File: src/rtl/tlb_lookup.sv
module tlb_lookup #(
  parameter int ENTRIES = 16,
  parameter int VA_W = 32,
  parameter int PA_W = 32,
  parameter int NUM_ZONES = 12,
  parameter logic [PA_W-1:0] PA_MASK = 32'h3FFF_FFFF,
  localparam int IDX_W = $clog2(ENTRIES)
) (
  input  logic             clk,
  input  logic             rst_n,
  input  logic             wr_en,
  input  logic [IDX_W-1:0] wr_idx,
  input  logic             wr_valid,
  input  logic [VA_W-1:0]  wr_vtag,
  input  logic [2:0]       wr_size,
  input  logic [7:0]       wr_tid,
  input  logic [PA_W-1:0]  wr_rpn,
  input  logic             wr_wen,
  input  logic             wr_xen,
  input  logic [3:0]       wr_zone,
  input  logic [VA_W-1:0]  va,
  input  logic [1:0]       acc,
  input  logic [31:0]      pid,
  input  logic [31:0]      zpr,
  input  logic             sup,
  output logic [1:0]       res,
  output logic [PA_W-1:0]  pa,
  output logic [2:0]       pg_size,
  output logic [IDX_W-1:0] hit_idx,
  output logic [2:0]       perm
);

  logic             v_q   [ENTRIES];
  logic [VA_W-1:0]  tag_q [ENTRIES];
  logic [2:0]       sz_q  [ENTRIES];
  logic [7:0]       tid_q [ENTRIES];
  logic [PA_W-1:0]  rpn_q [ENTRIES];
  logic             we_q  [ENTRIES];
  logic             xe_q  [ENTRIES];
  logic [3:0]       zn_q  [ENTRIES];

  always_ff @(posedge clk or negedge rst_n) begin
    if (!rst_n) begin
      for (int i = 0; i < ENTRIES; i++) begin
        v_q[i]   <= 1'b0;
        tag_q[i] <= '0;
        sz_q[i]  <= '0;
        tid_q[i] <= '0;
        rpn_q[i] <= '0;
        we_q[i]  <= 1'b0;
        xe_q[i]  <= 1'b0;
        zn_q[i]  <= '0;
      end
    end else if (wr_en) begin
      v_q[wr_idx]   <= wr_valid;
      tag_q[wr_idx] <= wr_vtag;
      sz_q[wr_idx]  <= wr_size;
      tid_q[wr_idx] <= wr_tid;
      rpn_q[wr_idx] <= wr_rpn;
      we_q[wr_idx]  <= wr_wen;
      xe_q[wr_idx]  <= wr_xen;
      zn_q[wr_idx]  <= wr_zone;
    end
  end

  function automatic logic [VA_W-1:0] page_mask(input logic [2:0] s);
    page_mask = ~((VA_W'(1) << (10 + 2 * int'(s))) - VA_W'(1));
  endfunction

  logic [ENTRIES-1:0] m;
  always_comb
    for (int i = 0; i < ENTRIES; i++)
      m[i] = v_q[i] && (((tag_q[i] ^ va) & page_mask(sz_q[i])) == '0) &&
             (tid_q[i] == 8'd0 || tid_q[i] == pid[7:0]);

  logic             any;
  logic [IDX_W-1:0] sel;
  always_comb begin
    any = 1'b0;
    sel = '0;
    for (int i = ENTRIES - 1; i >= 0; i--)
      if (m[i]) begin
        any = 1'b1;
        sel = IDX_W'(i);
      end
  end

  logic [1:0] zf;
  logic [2:0] p, need;
  always_comb begin
    if (int'(zn_q[sel]) > NUM_ZONES) zf = 2'b01;
    else zf = 2'((zpr >> (30 - 2 * int'(zn_q[sel]))) & 32'd3);
    if (zf == 2'b00 && !sup) p = 3'b000;
    else if (zf == 2'b11 || (zf == 2'b10 && sup)) p = 3'b111;
    else p = {xe_q[sel], we_q[sel], 1'b1};
  end

  assign need    = (acc == 2'd1) ? 3'b010 : (acc == 2'd2) ? 3'b100 : 3'b001;
  assign res     = !any ? 2'b00 : ((p & need) != 3'b000) ? 2'b01 : 2'b10;
  assign pa      = any ? (rpn_q[sel] & PA_MASK) : '0;
  assign pg_size = any ? sz_q[sel] : '0;
  assign hit_idx = any ? sel : '0;
  assign perm    = any ? p : '0;

endmodule

File: config.mk
export PLATFORM = sky130hd
export DESIGN_NAME = tlb_lookup
export DESIGN_NICKNAME = d
export VERILOG_FILES = /design/src/rtl/tlb_lookup.sv
export SDC_FILE = /design/constraint.sdc
export NUM_CORES = 2
export LEC_CHECK = 0
export ABC_CLOCK_PERIOD_IN_PS = 27300
export BUFFER_PORTS_ARGS = -buffer_cell sky130_fd_sc_hd__buf_2
export CAP_MARGIN = 20
export CORE_ASPECT_RATIO = 1.5
export CORE_MARGIN = 8
export CORE_UTILIZATION = 55
export DETAILED_ROUTE_END_ITERATION = 10
export GPL_ROUTABILITY_DRIVEN = 0
export PLACE_DENSITY = 0.72
export SKIP_CTS_REPAIR_TIMING = 1
export SLEW_MARGIN = 0
export SYNTH_ARGS = -nofsm -noshare
export SYNTH_HDL_FRONTEND = slang
export SYNTH_SLANG_ARGS = --single-unit
File: constraint.sdc
create_clock -name clk -period 27.3 [get_ports clk]
set_input_delay 8.19 -clock clk [delete_from_list [all_inputs] [get_ports clk]]
set_output_delay 8.19 -clock clk [all_outputs]
set_load 0.05 [all_outputs]
Word level (Yosys, flattened, before mapping)

Cells that the tools add are included.

Output and inout bits: 44
Flip-flop bits (word level): 1312
Input bits: 188
Logic and storage cells: 416

Shift-type cells: 17
Multiplexer cells: 76
Reductions and logical operators: 87
Bitwise gates (word level): 51
$lt $le $gt $ge: 4
Add/sub/neg operators: 33
Equal/unequal tests: 20

Operators with widths:

| cell                                                                  | number |
|---|---|
| 512-bit bitwise mux                                                   | 2 |
| 32-bit bitwise AND                                                    | 16 |
| 32-bit zero test                                                      | 16 |
| 32-bit NOT                                                            | 16 |
| 1-bit by 5-bit << shifter with 32-bit output (first input constant)   | 16 |
| 32-bit by 2-bit subtractor with 32-bit output (second input constant) | 16 |
| 32-bit XOR                                                            | 16 |
| 32-bit binary-select mux with 4-bit select                            | 1 |
| 128-bit bitwise mux                                                   | 1 |
| 32-bit demux with 4-bit select                                        | 1 |
| 8-bit == test                                                         | 16 |
| 8-bit zero test                                                       | 16 |
| 30-bit two-way mux                                                    | 3 |
| 4-bit by 4-bit adder with 5-bit output (first input constant)         | 16 |
| 4-bit two-way mux                                                     | 20 |
| 64-bit bitwise mux                                                    | 1 |
| 16-bit bitwise mux                                                    | 3 |
| 48-bit bitwise mux                                                    | 1 |
| 1-bit logical AND                                                     | 35 |
| 8-bit demux with 4-bit select                                         | 1 |
| 32-bit two-way mux                                                    | 1 |
| 32-bit by 32-bit >> shifter with 2-bit output                         | 1 |
| 3-bit two-way mux                                                     | 9 |
| 1-bit two-way mux                                                     | 21 |
| other kinds (20)                                                      | 43 |

Logic depth before layout (Yosys ltp)

Word-level depth: 40
Mapped depth: 31
Mapped depth without buffers: 25

Worst setup path before layout

Ideal clock, no wire load.

Path kind: input-to-output
From: input pid[1]
To: output res[0]
Buffers on the path: 2
Data required time: 19.110 ns
Arrival time: 13.254 ns
Setup slack: 5.856 ns
Stages on the path: 21
Cell sequence: buf_2 > buf_1 > xnor2_1 > nand4_1 > o21ai_0 > nand2_1 > nor4_1 > nor4b_2 > nor2_1 > a21oi_2 > a21bo_2 > inv_1 > nand2b_1 > o221ai_2 > nor4b_4 > mux2i_1 > mux2i_1 > mux2i_1 > o211ai_1 > o311ai_0 > a21oi_1

Cells in the longest elaborated chain, start to end: 35
Elaborated cells between the ends (all ways): 106

Ends and longest elaborated chain:

| element                                               | line       | RTL |
|---|---|---|
| from (decl)                                           | 23         | `input logic [31:0] pid,` |
| 8-bit == test                                         | 74         | `(tid_q[i] == 8'd0 \|\| tid_q[i] == pid[7:0]);` |
| 1-bit logical OR                                      | 74         |  |
| 1-bit logical AND                                     | 73         | `m[i] = v_q[i] && (((tag_q[i] ^ va) & page_mask(sz_q[i])) == '0) &&` |
| 4-bit two-way mux (16 in series)                      | 82         | `if (m[i]) begin` |
| 4-bit NOT with 5-bit output (not written as such)     | 91, 92, 95 |  |
| 4-bit binary-select mux with 4-bit select             | 91, 92     |  |
| 4-bit two-way mux (not written as such) (2 in series) | 91, 92     |  |
| 5-bit by 5-bit subtractor with 6-bit output           | 92         | `else zf = 2'((zpr >> (30 - 2 * int'(zn_q[sel]))) & 32'd3);` |
| (+3 left out)                                         | --         |  |
| 1-bit logical AND                                     | 94         | `else if (zf == 2'b11 \|\| (zf == 2'b10 && sup)) p = 3'b111;` |
| 1-bit logical OR                                      | 94         |  |
| 3-bit two-way mux                                     | 94         |  |
| 3-bit two-way mux                                     | 93         | `if (zf == 2'b00 && !sup) p = 3'b000;` |
| 3-bit bitwise AND                                     | 99         | `assign res = !any ? 2'b00 : ((p & need) != 3'b000) ? 2'b01 : 2'b10;` |
| 3-bit nonzero test                                    | 99         |  |
| 2-bit two-way mux                                     | 99         |  |
| 2-bit two-way mux *                                   | 99         |  |
| to (decl)                                             | 26         | `output logic [1:0] res,` |

Every way passes the cells marked *; elsewhere a longest branch is shown, timed or not. The select of a mux whose other input is x is not followed.

Worst setup path in the final report

From: input pid[4]
To: output res[1]

Same word-level chain as after synthesis.

==> results by stage <==
Yosys:
- After synthesis the cells add up to 70900 um2.
- Ranked by total cell area, the synthesized netlist is headed by dfrtp_1, mux2_2, xnor2_1, mux2i_1, xor2_1.
- The count of unique library cells instantiated by Yosys is around 120.
- The cell accounting for the most synthesized area is dfrtp_1.
- The number of flops mapped to enable cells by yosys is 0.
- The share of synthesized area in the top cell type comes to between 40% and 50%.
- Counting every instance in the synthesized netlist gives between 6k and 7k.
- The share of synthesized registers carrying an async set or reset is 100%.
- The commonest cells after synthesis are mux2_2, dfrtp_1, clkbuf_1.
- The post-synthesis sequential element count is approximately 1.3k.
- Yosys instantiated no cell more often than mux2_2.
- After synthesis, the mean cell area works out to 11.2 um2.
- After synthesis, flip-flops and latches occupy 44.5% of the total area.
- The primary flip-flop cell chosen by synthesis mapping is dfrtp_1.
- Yosys printed 0 warnings.

Detailed routing:
- The number of design rule violations left after detail routing is 0.
- The mean number of vias per cell is 6.50.
- The final layout contains routed wiring with a total length of 223 mm.
- The average wire per standard cell is between 20 and 30 um.
- The DRC marker count from the first detailed-route iteration is between 4k and 5k.
- In this run the remaining antenna-violating nets after routing total 0.
- The number of vias in the routed layout is about 52k.
- The first-pass detailed-route iteration total is 9.

Worst hold path:
- The worst hold endpoint is zn_q[38].
- The kind of path behind the tightest hold check is reg -> reg.
- In this run the most critical hold path is launched from zn_q[38].
- The worst hold path stage count is 1.

Layout:
- The count of placed standard cells in the final layout, fillers left out is around 8k.
- In the final layout, flip-flops and latches occupy approximately 32000 um2.
- The multi-input logic area is approximately 37000 um2.
- For this run, the post-layout net count is approximately 6.4k.
- From synthesis to final layout, the design area changed by 8.68%.
- The number of filler cells placed in the layout is 10.5k.
- The share of final-layout standard cells stronger than drive strength 1 is 29.5%.

Worst setup path:
- The critical path's slowest cell is o21ai_0.
- The type of origin of the critical path is a primary input.
- The endpoint identified for the worst register-to-register timing path is sz_q[37].
- STA puts the critical path data required time at roughly 19 ns.
- The sort of element at the end of the critical path is a primary output.
- In this run the critical register-to-register path is launched from sz_q[37].
- STA puts the critical path data arrival time at roughly 15 ns.
- Measured in cells, the most critical reg-to-reg path has a length of 2.
- Counting buffers and inverters, the worst setup path is 21 cells deep.
- The largest driver fanout on the critical path is 49.
- The highest cell delay on the worst timing path is ~0.88 ns.
- The number of buffers and inverters on the critical path is 3.
- The signal on the critical path passes through buf_2, xnor2_1, nand4_1, o21ai_0, nand2_1, nor4_1, nor4b_2, nor2_1, a21oi_2, o21a_4, buf_4, mux2i_1, a21oi_1, a21oi_1, or4b_4, nand3_1, o32ai_1, or4_4, a31oi_1, o221a_1, buf_2.
- The critical path in this run is classified as in -> out.
- The setup check on the worst reg-to-reg path leaves a slack of around 26 ns.
- The cell type group with the largest total delay on the critical path is simple AND/OR/NAND/NOR gates.

Floorplan:
- For this configuration, the core starts out at a cell density of a little under three fifths.
- The floorplan has 161 rows.
- The die width is approximately 300 um.
- The core footprint is between 100000 and 150000 um2.
- In this run the vertical extent of the chip is 456 um.
- The die covers between 100000 and 150000 um2.
- For this design the top-level I/O count stands at about 230.

Pwr:
- After layout, the design draws a total of 6.22 mW.
- For this design the ratio of total power to cell area is around 81 nW/um2.
- The worst-case IR drop observed on VDD is approximately 0.00007 V.
- The leakage power is between 30 and 40 nW.

STA:
- The worst path in the final design needs a cycle of between 20 and 25 ns, including I/O delays and setup.
- The transition time of the tightest slew-check pin is 1.24 ns.
- The post-route fraction of the period consumed by the critical path is 86.6%.
- Final hold analysis gives a worst-case slack of 0.501 ns.
- Headroom to the max-slew limit came out at approximately 17%.
- The setup TNS is 0 ns.
- The number of max-slew violations in the final report is 0.
- Once routing completed, OpenROAD measured the worst setup slack at around 3.7 ns.
- The clock tree skew after final layout is 0 ns.
- Setup violations remaining at the end of the flow were counted as 0.
- The highest clock frequency the design can meet is around 42 MHz.
- The number of endpoints with negative hold slack in the final report is 0.
- Setup repair after global routing left no endpoint under its margin.

Clocking:
- The clock latency of the later-clocked register in the worst-skew pair is about 0.76 ns.
- The total number of H-tree levels is 3.
- The longest clock path from root to sink contains 3 buffers.
- The clock slew seen by the registers of the worst setup and hold paths is ~0.06 ns.
- TritonCTS built the clock tree.
- The root cell of the clock tree is clkbuf_16.
- The number of clock buffers added by TritonCTS is 121.
- The clock sink total is ~1.3k.

Global routing:
- The initial antenna violation count was 35.
- The via count of the first global-routing pass is approximately 53k.
- The total global routing overflow is 0.
- The overall routing resource usage is a little over 30%.
- Entering global routing, the biggest net connects about 160 pins.
- The first global-routing pass estimated between 300 and 400 mm of wire.

Placement:
- The worst setup slack after placement is 3.84 ns.
- The total half-perimeter wirelength after legalization and detailed placement is 136 mm.
- The number of placed instances, taps included, is 7791.
- Input and output buffers added on the ports amount to between 150 and 200.

Run:
- The max-capacitance violation count is 0.

Outcome:
- The flow ran to the end, and the final reports show no timing, DRC or antenna violations.
-- flip-flops by register name, summed over array words and instances, names as in the netlist --
signal	count
we_q	16
rpn_q	480
zn_q	64
tid_q	128
v_q	16
sz_q	48
tag_q	492
xe_q	16
-- metrics by stage --
step / util, % / cell area [um2]
floorplan: - / 70900
global placement: 56.6 / 72600
detailed placement: 56.6 / 72600
CTS: 60.0 / 76900
global route: 60.1 / 77000
finish: 60.1 / 77000
-- worst max-delay path by stage --
stage	start	to	slack, ns
final	pid[4]	res[1]	3.66
after global routing	va[18]	res[1]	3.34
after CTS	va[18]	res[1]	3.81
after detailed placement	va[18]	res[1]	3.84
after global placement	va[18]	res[1]	3.82
after floorplan	pid[1]	res[0]	5.86
-- area by class of cell --
class                           instances  share of cell area, %
Antenna cell                           16                 0.0520
Multi-Input combinational cell       4461                   48.0
Timing Repair Buffer                  285                   2.26
Inverter                               79                  0.392
Clock inverter                         50                  0.924
Sequential cell                      1260                   40.9
Tap cell                             1711                   2.78
Clock buffer                          174                   4.64
-- layout by cell type, fill, tap and decap left out, types with 71 or more instances in the layout --
cell type,n
a21oi_1,183
buf_2,196
buf_4,83
clkbuf_16,121
dfrtp_1,1260
inv_1,76
mux2_2,1273
mux2i_1,314
nand2_1,362
nand3_1,88
nand4_1,71
nor2_1,174
nor4_1,96
o21ai_0,219
xnor2_1,367
xor2_1,296
-- worst register-to-register path, cell delays in order, from the launching register on --
cell and delay, ns:
dfrtp_1 0.85, inv_1 0.46, o21ai_0 0.26
-- kinds of logic (layout without fill, tap and decap cells) --
group / Yosys count / after routing / share of synthesized area [%]
AO/OA/AOI/OAI: 995 / 995 / 9.65
XOR/XNOR: 663 / 663 / 8.19
adder cells (fa/ha/maj): 44 / 44 / 0.772
buffers and inverters: 609 / 588 / 3.56
flip-flops: 1260 / 1260 / 44.5
multiplexers: 1588 / 1588 / 24.7
other: 2 / 26 / 0.0106
AND/OR/NAND/NOR: 1161 / 1161 / 8.65
-- power breakdown --
part | leakage, nW | internal (mW) | switching (mW)
logic | 14.4 | 0.850 | 0.935
clock network | 2.11 | 1.04 | 0.762
registers | 15.4 | 2.30 | 0.331
total | 32.0 | 4.20 | 2.03
-- layer usage --
layer	part of all wire, %	GRT usage [%]
met1	36	35.8
met2	47	50.5
met3	8.3	6.57
met4	8.3	22.4
met5	0.080	0
(Power assumes the default switching activity.)
